==> src/rtl/casc_pkg.sv <==
package casc_pkg;
  typedef enum logic [1:0] {
    ST_IDLE = 2'd0,
    ST_OWN  = 2'd1,
    ST_FWD  = 2'd2
  } seq_st_t;
endpackage

==> src/rtl/casc_chan_pick.sv <==
module casc_chan_pick #(
  parameter int N_CH  = 6,
  parameter int IDX_W = $clog2(N_CH)
) (
  input  logic [N_CH-1:0]  mask,
  input  logic [IDX_W-1:0] ptr,
  output logic [IDX_W-1:0] sel,
  output logic             any_en
);
  // first enabled channel at or after ptr, wrapping
  function automatic logic [IDX_W-1:0] first_from(input logic [N_CH-1:0] m,
                                                  input logic [IDX_W-1:0] p);
    logic [IDX_W-1:0] r;
    logic             hit;
    int               idx;
    r   = '0;
    hit = 1'b0;
    for (int k = 0; k < N_CH; k++) begin
      idx = (int'(p) + k) % N_CH;
      if (!hit && m[idx]) begin
        r   = IDX_W'(idx);
        hit = 1'b1;
      end
    end
    return r;
  endfunction

  assign any_en = |mask;
  assign sel    = first_from(mask, ptr);
endmodule

==> src/rtl/casc_word_shift.sv <==
module casc_word_shift #(
  parameter int W = 16
) (
  input  logic         clk,
  input  logic         rst_n,
  input  logic         load,
  input  logic         shift,
  input  logic [W-1:0] din,
  output logic         msb
);
  logic [W-1:0] sh_q;

  always_ff @(posedge clk or negedge rst_n) begin
    if (!rst_n)     sh_q <= '0;
    else if (load)  sh_q <= din;
    else if (shift) sh_q <= {sh_q[W-2:0], 1'b0};
  end

  assign msb = sh_q[W-1];
endmodule

==> src/rtl/casc_out_seq.sv <==
module casc_out_seq #(
  parameter int WORD_W = 16,
  parameter int N_CH   = 6,
  parameter int CL_W   = 3
) (
  input  logic                     sclk,
  input  logic                     rst_n,
  input  logic                     start,
  input  logic [N_CH-1:0]          chan_en,
  input  logic [CL_W-1:0]          casc_len,
  input  logic [WORD_W-1:0]        result,
  input  logic                     up_fs,
  input  logic                     up_sd,
  output logic [$clog2(N_CH)-1:0]  chan_sel,
  output logic                     out_fs,
  output logic                     out_sd
);
  import casc_pkg::*;

  localparam int IDX_W = $clog2(N_CH);
  localparam int BC_W  = $clog2(WORD_W);

  function automatic logic [IDX_W-1:0] next_ptr(input logic [IDX_W-1:0] c);
    return (int'(c) == N_CH - 1) ? '0 : c + 1'b1;
  endfunction

  seq_st_t           st_q;
  logic [IDX_W-1:0]  ptr_q;
  logic [IDX_W-1:0]  cur_q;
  logic [BC_W-1:0]   own_cnt_q;
  logic [BC_W-1:0]   fwd_cnt_q;
  logic [CL_W-1:0]   rem_q;
  logic              fwd_fs_q, fwd_sd_q;
  logic              any_en, shift_msb;

  // named events
  logic go, own_done, fwd_done, own_first;
  assign go        = (st_q == ST_IDLE) && start && any_en;
  assign own_done  = (st_q == ST_OWN) && (own_cnt_q == '0);
  assign own_first = (st_q == ST_OWN) && (own_cnt_q == BC_W'(WORD_W - 1));
  assign fwd_done  = (st_q == ST_FWD) && !up_fs && (fwd_cnt_q == BC_W'(1)) && (rem_q == '0);

  casc_chan_pick #(.N_CH(N_CH), .IDX_W(IDX_W)) u_pick (
    .mask(chan_en), .ptr(ptr_q), .sel(chan_sel), .any_en(any_en)
  );

  casc_word_shift #(.W(WORD_W)) u_shift (
    .clk(sclk), .rst_n(rst_n), .load(go), .shift(st_q == ST_OWN),
    .din(result), .msb(shift_msb)
  );

  always_ff @(posedge sclk or negedge rst_n) begin
    if (!rst_n) begin
      st_q      <= ST_IDLE;
      ptr_q     <= '0;
      cur_q     <= '0;
      own_cnt_q <= '0;
      fwd_cnt_q <= '0;
      rem_q     <= '0;
    end else begin
      unique case (st_q)
        ST_IDLE: if (go) begin
          st_q      <= ST_OWN;
          cur_q     <= chan_sel;
          own_cnt_q <= BC_W'(WORD_W - 1);
        end
        ST_OWN: begin
          if (own_done) begin
            if (casc_len == '0) begin
              st_q  <= ST_IDLE;
              ptr_q <= next_ptr(cur_q);
            end else begin
              st_q      <= ST_FWD;
              rem_q     <= casc_len;
              fwd_cnt_q <= '0;
            end
          end else begin
            own_cnt_q <= own_cnt_q - 1'b1;
          end
        end
        ST_FWD: begin
          if (up_fs) begin
            fwd_cnt_q <= BC_W'(WORD_W - 1);
            if (rem_q != '0) rem_q <= rem_q - 1'b1;
          end else if (fwd_cnt_q != '0) begin
            fwd_cnt_q <= fwd_cnt_q - 1'b1;
          end
          if (fwd_done) begin
            st_q  <= ST_IDLE;
            ptr_q <= next_ptr(cur_q);
          end
        end
        default: st_q <= ST_IDLE;
      endcase
    end
  end

  always_ff @(posedge sclk or negedge rst_n) begin
    if (!rst_n) begin
      fwd_fs_q <= 1'b0;
      fwd_sd_q <= 1'b0;
    end else begin
      fwd_fs_q <= (st_q == ST_FWD) && up_fs;
      fwd_sd_q <= (st_q == ST_FWD) && up_sd;
    end
  end

  assign out_sd = (st_q == ST_OWN) ? shift_msb : fwd_sd_q;
  assign out_fs = own_first | fwd_fs_q;

  AST_START_FS: assert property (@(posedge sclk) disable iff (!rst_n)
    go |=> (out_fs && out_sd == $past(result[WORD_W-1])));
  AST_FS_SINGLE: assert property (@(posedge sclk) disable iff (!rst_n)
    (st_q == ST_OWN && out_fs) |=> !out_fs);
  AST_CH_ENABLED: assert property (@(posedge sclk) disable iff (!rst_n)
    go |-> chan_en[chan_sel]);
  AST_FWD_COPY: assert property (@(posedge sclk) disable iff (!rst_n)
    (st_q == ST_FWD) |=> (out_sd == $past(up_sd) && out_fs == $past(up_fs)));
  AST_HANDOVER_GAP: assert property (@(posedge sclk) disable iff (!rst_n)
    own_done |=> (!out_fs && !out_sd));
  AST_SOLO_IDLE: assert property (@(posedge sclk) disable iff (!rst_n)
    (own_done && casc_len == '0) |=> (st_q == ST_IDLE));
  AST_IDLE_QUIET: assert property (@(posedge sclk) disable iff (!rst_n)
    (st_q == ST_IDLE && !go) |=> (!out_fs && !out_sd));
endmodule

==> config.mk <==
export PLATFORM = sky130hd
export DESIGN_NAME = casc_out_seq
export DESIGN_NICKNAME = d
export VERILOG_FILES = /design/src/rtl/casc_pkg.sv /design/src/rtl/casc_chan_pick.sv /design/src/rtl/casc_word_shift.sv /design/src/rtl/casc_out_seq.sv
export SDC_FILE = /design/constraint.sdc
export NUM_CORES = 1
export LEC_CHECK = 0
export BUFFER_PORTS_ARGS = -buffer_cell sky130_fd_sc_hd__clkbuf_2
export CAP_MARGIN = 25
export CORE_UTILIZATION = 30
export DETAILED_ROUTE_END_ITERATION = 8
export GPL_TIMING_DRIVEN = 1
export SYNTH_ARGS = -nofsm -noshare
export SYNTH_HDL_FRONTEND = slang
export SYNTH_SLANG_ARGS = --single-unit
==> constraint.sdc <==
create_clock -name sclk -period 4.2 [get_ports sclk]
set_clock_uncertainty 0.1 [all_clocks]
set_input_delay 0.84 -clock sclk [delete_from_list [all_inputs] [get_ports sclk]]
set_output_delay 0.84 -clock sclk [all_outputs]
set_load 0.01 [all_outputs]
Word-level counts from Yosys, hierarchy flattened. Index checks and enable logic that the tools add are counted. W data, S select, Z words.

Register bits: 37. Latch bits: 0. Memory bits (writable): 0. Bits in read-only memories: 0. Bits of input ports: 30. Logic and storage cells: 136. Memories kept: 0.

Add/subtract/negate cells: 9. Multipliers: 0. Div/mod/pow operators: 6. Magnitude comparators: 6. Equality and inequality tests: 14. Shift operators: 0. Mux-type cells: 55. Bitwise gates (word level): 1. Reduce and logical (&&, ||, !) cells: 36.

Operator list (number): $lt A32 B5 Y1 const B (6); $mod A32 B4 Y32 const B (5); $mux W3 (14); $mod A4 B4 Y32 const B (1); $mux W16 (2); $mux W4 (6); $bmux W1 S3 (6); $mux W1 (18); $ne A2 B2 Y1 const B (8); $pmux W4 S2 (2); $logic_and A1 B1 Y1 (14); $pmux W3 S2 (2); $add A3 B2 Y4 const B (2); $add A3 B3 Y4 const B (2); $mux W2 (4); $reduce_and A4 Y1 (2); $sub A4 B1 Y4 const B (2); $logic_not A1 Y1 (6); $logic_not A3 Y1 (2); $pmux W2 S3 (1); $reduce_and A3 Y1 (2); $reduce_bool A2 Y1 (3); $reduce_or A6 Y1 (1); $reduce_and A5 Y1 (1); other kinds (15) (15).

Logic depth before layout (Yosys ltp). Gate-level depths: netlist of the first run.

Depth after elaboration: 20. Mapped depth: 13.

By module. From an unflattened synthesis of the first run, not the netlist that was laid out.

Cells, all modules: 311. Area, all modules: 2952.8 µm².

By module, submodules not included: casc_out_seq (instances 1, cells an instance 109, area each 1186.1 µm², seq. area each 525.5 µm²); casc_chan_pick (instances 1, cells an instance 133, area each 1024.7 µm², seq. area each 0.0 µm²); casc_word_shift (instances 1, cells an instance 69, area each 742.0 µm², seq. area each 400.4 µm²).

Worst setup path after synthesis of the first run. Ideal clock, no wire load.

Kind: register -> output. Start point: register ptr_q[2]. End point: output port chan_sel[1]. Arrival: 3.142 ns. Data required time: 3.260 ns. Slack: 0.118 ns. Stages on the path, launching flop included: 14. Path buffers: 2. Cell sequence: dfrtp_1 > buf_6 > inv_1 > ha_1 > clkbuf_2 > a21o_1 > ha_1 > nand2b_1 > or4b_1 > a31o_1 > a211o_1 > o31a_1 > a21o_1 > a21oi_1.

Word-level cells in the longest chain between the ends: 20.

Ends and longest elaborated chain: start, declared (RTL line casc_out_seq.sv:28) `logic [IDX_W-1:0] ptr_q;`; start signal, assigned (RTL line casc_out_seq.sv:71) `ptr_q <= next_ptr(cur_q);`; start signal, assigned (RTL line casc_out_seq.sv:90) `ptr_q <= next_ptr(cur_q);`; branches (longest 19 deep; another with $mod A32 B4 Y32); $mux W3 (*) (RTL line casc_chan_pick.sv:20) `if (!hit && m[idx]) begin`; end, declared (RTL line casc_out_seq.sv:14) `output logic [$clog2(N_CH)-1:0] chan_sel,`.

Mark *: on every way between the ends. The select of a mux whose other input is x is not followed.

Worst setup path after layout of the first run.
Start point: register ptr_q[1]. End point: output port chan_sel[1].

The elaborated chain is that of the path after synthesis.

==> impl_results.md, run 1 <==
* Outcome: finished, final reports clean
* CP Cell Sequence: buf_6 -> inv_2 -> ha_4 -> a21oi_4 -> inv_2 -> ha_1 -> inv_2 -> and3_4 -> o211a_1 -> o31a_1 -> or3_1 -> a32o_2 -> a21oi_2 -> buf_2
* Synth Area per Inst at 9.00 µm²
* CTS max path bufs at 2
* Routed Antenna Nets at 0
* # fillers at approximately 960
* H-tree levels at 2
* Critical path's most frequent cell: inv_2
* Grt ovf at 0
* Setup Viol. Count Final at 0
* Tmin final at 4110 ps
* Setup TNS at 0 ps
* Root Buffer: clkbuf_8
* DR pass1 iterations at 4
* First-pass GRT wire length at roughly 11 mm
* Post-DP Area at 0.00330 mm²
* GRT Resource Usage Total at 0.134
* Area Growth Syn to Fin at 22.7%
* Vias per inst at approximately 5.0
* Ys Warns at 0
* Cells after Synth at about 330
* NumNets Final at between 400 and 500
* Sequential area share after synthesis at 0.313
* Worst Path Buf+Inv at 5
* Setup CP Type: reg -> out
* First DRT Iteration DRCs at 101
* Largest delay contributor family on the critical path: compound AO/OA/AOI/OAI gates
* Worst vdd ir at approximately 0.32 mV
* Total number of vias at around 2,500
* Overall power at 0.00341 W
* Crit. End Element: output pin
* Worst path arrival time at ~3200 ps
* Fin area at 0.00363 mm²
* Largest net degree at the start of global routing at 39
* Crit start category: flip-flop
* Multi-input gate area at 0.00198 mm²
* Post-DP HPWL at about 4.8 mm
* Horiz. Die Dim at between 100 and 150 µm
* Die footprint at roughly 0.010 mm²
* Final core utilization at 0.386
* Fraction of registers with async set/reset at 1.00
* Power Dens Cells at between 900 and 1000 mW/mm²
* Ant diodes at 0
* CTS Sinks at 37
* Initial core utilization at 0.314
* Yosys reg bits at 37
* Count of cell types in the netlist at around 70
* P_leak at about 1.6 nW
* Final setup margin at between 90 and 100 ps
* CP max stage delay at 450 ps
* Primary FF master, synth: dfrtp_1
* Gp weighted congestion at approximately 0.85
* DRC viols at 0
* Number of flops mapped to enable cells by yosys at 0
* Worst-Skew Late Latency at ~290 ps
* Vias in the first global route at 2,433
* Relative slew slack at 0.678
* Drt total wl at 6.54 mm
* Seq. cell area at ~930 µm²
* R2R Path Start: ptr_q[1]
* Port Buffers at 34
* Core area at ~0.0094 mm²
* FMAX at about 0.24 GHz
* Max-cap violations at 0
* Worst setup path startpoint: ptr_q[1]
* CP required at 3260 ps
* I/O pin count at 35
* Worst Path Max Fanout at 4
* Worst Tran Pin Value at approximately 480 ps
* Fin. Hold Viols at 0
* DR WL/cell at roughly 13 µm
* Slowest CP cell: dfrtp_2
* Mapped Nets at between 300 and 400
* Row cnt at 35
* Slew Viols, Final at 0
* Final Cycle Share at 0.978
* Num CTS Buffers at 5
* Dpl ws at 166 ps
* Cell Area, Synth at between 0.002 and 0.003 mm²
* Die Y-Extent at a little over 100 µm
* Initial antenna violation count at 0
* CTS tree: done
* Share of cells above drive strength 1 at 0.296
* Clk slew on worst S/H paths at ~70 ps
* Hold Path Class: in -> async
==> metrics by stage <==
| stage | std cells | hold WS [ps] |
|---|---|---|
| CTS | 501 | 393 |
| finish | 511 | 360 |
| global placement | 489 | 366 |
| detailed placement | 489 | 377 |
| global route | 511 | 377 |
| floorplan | 329 | 350 |
==> layout by cell type, fill, tap and decap left out, drive strengths merged, types with 13 or more instances in the layout <==
| cell type | count |
|---|---|
| a21oi | 13 |
| nand2 | 42 |
| buf | 27 |
| clkbuf | 39 |
| inv | 23 |
| o21ai | 34 |
| ha | 20 |
| nor2 | 16 |
| mux2i | 27 |
| dfrtp | 37 |
==> state kept, by name (all words and copies together) (netlist names) <==
register and cells:
fwd_sd_q 1, rem_q 3, cur_q 3, fwd_cnt_q 4
own_cnt_q 4, st_q 2, fwd_fs_q 1, ptr_q 3
u_shift.sh_q 16
==> worst paths after layout <==
kind                           endpoint  slack [ps]  cells past startpoint
hold reg to reg                rem_q[0]         390                      2
hold / removal             fwd_cnt_q[3]         360                      1
setup / recovery            chan_sel[1]          90                     14
max in group asynchronous      ptr_q[1]        3170                      2
min in group sclk              rem_q[0]         390                      2
setup reg to reg               cur_q[1]        1020                     12
==> metal layers <==
| metal | part of all wire | track usage | up-vias |
|---|---|---|---|
| li1 | - | - | 1286 |
| met1 | 0.49 | 0.179 | 1188 |
| met2 | 0.46 | 0.220 | 54 |
| met3 | 0.036 | 0.0262 | 8 |
| met4 | 0.011 | 0.0379 | 0 |
| met5 | 0 | 0 | - |
==> kinds of logic (layout without fill, tap and decap cells) <==
logic type | after synthesis | count (layout) | share of synthesized area
and+or+nand+nor | 100 | 100 | 0.168
AOI/OAI and AO/OA | 91 | 91 | 0.215
buffers and inverters | 38 | 91 | 0.0566
muxes | 37 | 37 | 0.136
DFF | 37 | 37 | 0.313
adders and majority gates | 21 | 21 | 0.0883
xor gates and xnor gates | 5 | 5 | 0.0237
==> report_power, final <==
part | switching, W | internal (W)
Clock | 0.000124 | 0.000115
Sequential | 0.000113 | 0.000524
Combinational | 0.00136 | 0.00117
Total | 0.00160 | 0.00181
==> worst reg2reg max path: stages, from the launching register on <==
cell and delay (ps):
dfrtp_2 470, ha_4 190, xor2_2 130, inv_1 60
ha_1 270, nand2b_4 150, or4b_1 460, a31o_1 200
a211o_1 280, o31a_1 160, buf_4 160, o41ai_2 340
a31oi_1 90
==> cell type report <==
type / instances / share of cell area
Inverter: 23 / 0.0238
Clock inverter: 2 / 0.00276
Timing Repair Buffer: 60 / 0.108
Multi-Input combinational cell: 254 / 0.546
Clock buffer: 6 / 0.0200
Sequential cell: 37 / 0.255
Tap cell: 129 / 0.0444
==> synthesized netlist by cell type (all sizes together) (2+ instances only) <==
library cell	instances	area, µm²
a211oi	3	22.5
a21o	4	30.0
a21oi	13	72.6
a221oi	2	23.8
a31o	2	17.5
a31oi	5	31.3
and2	3	18.8
and3	2	17.5
buf	7	50.0
clkbuf	8	31.3
dfrtp	37	926
ha	20	250
inv	23	86.3
mux2	10	120
mux2i	27	283
nand2	42	158
nand2b	4	25.0
nand3	8	40.0
nand3b	4	42.5
nor2	16	60.1
nor2b	5	31.3
nor3	7	35.0
nor4	3	25.0
o211a	3	30.0
o211ai	2	15.0
o21ai	34	170
o311ai	3	41.3
o31a	2	17.5
o31ai	3	27.5
o41ai	2	25.0
or2	2	12.5
xnor2	3	45.1
xor2	2	25.0
==> repair_timing <==
item,CTS,global route
hold buffers,0,0
resized for setup,8,21
setup buffers,4,9
pin swaps,2,14
setup endpoints to repair,3,3
Power figures use the tool's default switching activity.
==> run 2, diff against run 1 <==
--- a/config.mk
+++ b/config.mk
@@ -7,7 +7,7 @@
 export LEC_CHECK = 0
 export BUFFER_PORTS_ARGS = -buffer_cell sky130_fd_sc_hd__clkbuf_2
 export CAP_MARGIN = 25
-export CORE_UTILIZATION = 30
+export CORE_UTILIZATION = 40
 export DETAILED_ROUTE_END_ITERATION = 8
 export GPL_TIMING_DRIVEN = 1
 export SYNTH_ARGS = -nofsm -noshare
==> constraint.sdc (replaced) <==
create_clock -name sclk -period 4.2 [get_ports sclk]
set_clock_uncertainty 0.1 [all_clocks]
set_input_delay 0.63 -clock sclk [delete_from_list [all_inputs] [get_ports sclk]]
set_output_delay 0.63 -clock sclk [all_outputs]
set_load 0.01 [all_outputs]
==> run 2 against run 1 <==
Against the previous run: global-route usage grew 4.6 points; clock power grew 4%; first-iteration DRC count grew 4.0%; core utilization grew 10 points; worst setup slack gained 60 ps; fmax grew 1.5%; non-clock buffer count shrank 13; sequential share of layout area grew 1.6 points; critical path depth shrank 3; critical path type unchanged; critical endpoint is now chan_sel[2].
==> impl_results.md, run 2 (synthesized netlist as in run 1, its figures left out) <==
* Hold Path Class: in -> async (unchanged)
* Initial antenna violation count at 0 (unchanged)
* Ant diodes at 0 (unchanged)
* Most common cell after layout, fill and taps aside: nand2_1 (unchanged)
* Cts hold-fix bufs at 0 (unchanged)
* Grt ovf at 0 (unchanged)
* Post-DP HPWL at 4.90 mm (was 4.77 mm)
* NumNets Final at 418 (was 431)
* Total number of vias at 2,513 (was 2,536)
* Die footprint at 0.00775 mm² (was 0.0103 mm²)
* H-tree levels at 2 (unchanged)
* CP Cell Sequence: ha_1 -> a21o_1 -> ha_1 -> nand2b_4 -> or4b_1 -> a31o_1 -> a211o_1 -> o31ai_1 -> nor4_1 -> nor3_1 -> clkbuf_2 (was buf_6 -> inv_2 -> ha_4 -> a21oi_4 -> inv_2 -> ha_1 -> inv_2 -> and3_4 -> o211a_1 -> o31a_1 -> or3_1 -> a32o_2 -> a21oi_2 -> buf_2)
* Max-cap violations at 0 (unchanged)
* First DRT Iteration DRCs at 105 (was 101)
* CTS max path bufs at 2 (unchanged)
* Fin. Hold Viols at 0 (unchanged)
* Worst Tran Pin Value at 910 ps (was 479 ps)
* Horiz. Die Dim at 88.0 µm (was 101 µm)
* Power Dens Cells at 928 mW/mm² (was 937 mW/mm²)
* Initial core utilization at 0.424 (was 0.314)
* Crit. End Element: output pin (unchanged)
* Overall power at 0.00317 W (was 0.00341 W)
* Core area at 0.00698 mm² (was 0.00942 mm²)
* Worst Path Max Fanout at 6 (was 4)
* Vias per inst at 5.42 (was 4.96)
* DR WL/cell at 14.1 µm (was 12.8 µm)
* Final setup margin at 151 ps (was 91.4 ps)
* Largest net degree at the start of global routing at 38 (was 39)
* Share of cells above drive strength 1 at 0.236 (was 0.296)
* Tmin final at 4050 ps (was 4110 ps)
* Most flop-heavy register: u_shift.sh_q (unchanged)
* Drt total wl at 6.54 mm (about the same)
* Port Buffers at 34 (unchanged)
* Final hold slack at 366 ps (was 360 ps)
* Slowest CP cell: or4b_1 (was dfrtp_2)
* Clk slew on worst S/H paths at 70 ps (about the same)
* Root Buffer: clkbuf_8 (unchanged)
* Dpl cells at 451 (was 489)
* GRT Resource Usage Total at 0.180 (was 0.134)
* Vias in the first global route at 2,345 (was 2,433)
* Slew Viols, Final at 0 (unchanged)
* Worst path arrival time at 3320 ps (was 3170 ps)
* Gp weighted congestion at 0.822 (was 0.846)
* FMAX at 0.247 GHz (was 0.243 GHz)
* Setup CP Type: reg -> out (unchanged)
* CP max stage delay at 500 ps (was 450 ps)
* Area Growth Syn to Fin at 15.4% (was 22.7%)
* DR pass1 iterations at 4 (unchanged)
* Final Cycle Share at 0.964 (was 0.978)
* Worst vdd ir at 0.307 mV (was 0.324 mV)
* Critical path's most frequent cell: ha_1 (was inv_2)
* Worst-Skew Late Latency at 280 ps (was 290 ps)
* Row cnt at 30 (was 35)
* Most frequent cells in the layout: 42 x nand2_1, 36 x dfrtp_1, 34 x o21ai_0, 34 x clkbuf_2, 26 x mux2i_1 (was 42 x nand2_1, 36 x dfrtp_1, 33 x o21ai_0, 33 x clkbuf_2, 26 x mux2i_1)
* Num CTS Buffers at 5 (unchanged)
* Crit start category: flip-flop (unchanged)
* Die Y-Extent at 88.0 µm (was 101 µm)
* Setup Viol. Count Final at 0 (unchanged)
* Largest regs: u_shift.sh_q (16), fwd_cnt_q (4), own_cnt_q (4) (unchanged)
* Relative slew slack at 0.393 (was 0.678)
* I/O pin count at 35 (unchanged)
* First-pass GRT wire length at 11.0 mm (was 11.1 mm)
* Routed Antenna Nets at 0 (unchanged)
* P_leak at 1.54 nW (was 1.62 nW)
* Non-Filler Instances at 464 (was 511)
* CP required at 3470 ps (was 3260 ps)
* Outcome: finished, final reports clean (unchanged)
* Dpl ws at 268 ps (was 166 ps)
* DRC viols at 0 (unchanged)
* CTS Sinks at 37 (unchanged)
* CTS tree: done (unchanged)
* Max reg flops at 16 (unchanged)
[run 2: per-layer routing]
metal | track usage | share of wire | vias to the layer above
met3 | 0.0292 | 0.028 | 4
met2 | 0.283 | 0.47 | 44
met4 | 0.0484 | 0.010 | 0
met1 | 0.257 | 0.49 | 1208
met5 | 0 | 0 | -
li1 | - | - | 1257
[run 2: final timing paths]
path | startpoint | to | slack, ps | cells after the start
min in group sclk | rem_q[0] | rem_q[0] | 390 | 2
worst min register to register | rem_q[0] | rem_q[0] | 390 | 2
worst max-delay path | ptr_q[1] | chan_sel[2] | 150 | 11
worst max register to register | ptr_q[1] | cur_q[2] | 900 | 10
max in group asynchronous | rst_n | ptr_q[1] | 3010 | 1
worst min-delay path | rst_n | rem_q[0] | 370 | 1
[run 2: timing repair]
| action | CTS | global route |
|---|---|---|
| resized for setup | 3 | 9 |
| setup endpoints to repair | 3 | 3 |
| buffers inserted | 0 | 6 |
| pin swaps | 0 | 3 |
[run 2: metrics by stage]
stage	setup TNS [ps]	cell area [µm²]	utilization
finish	0	3420	0.489
global route	-11.3	3420	0.489
CTS	0	3330	0.477
detailed placement	0	3230	0.463
global placement	0	3210	0.460
floorplan	0	2960	-
[run 2: layout make-up]
type	count	area, µm²
Timing Repair Buffer	47	283
Sequential cell	37	927
Clock buffer	7	86.3
Multi-Input combinational cell	254	1910
Tap cell	96	120
Fill cell	695	3560
Inverter	23	86.3
[run 2: critical path, delay by kind of cell, from the launching register on]
family	cells	cell delay (ps)
AND/OR/NAND/NOR	4	1030
flip-flops	1	460
AO/OA/AOI/OAI	4	840
adder cells (fa/ha/maj)	2	530
buffers and inverters	1	190
[run 2: power by group]
part           switching (W)  internal [W]
combinational        0.00128       0.00100
sequential          0.000117      0.000524
clock               0.000118      0.000130
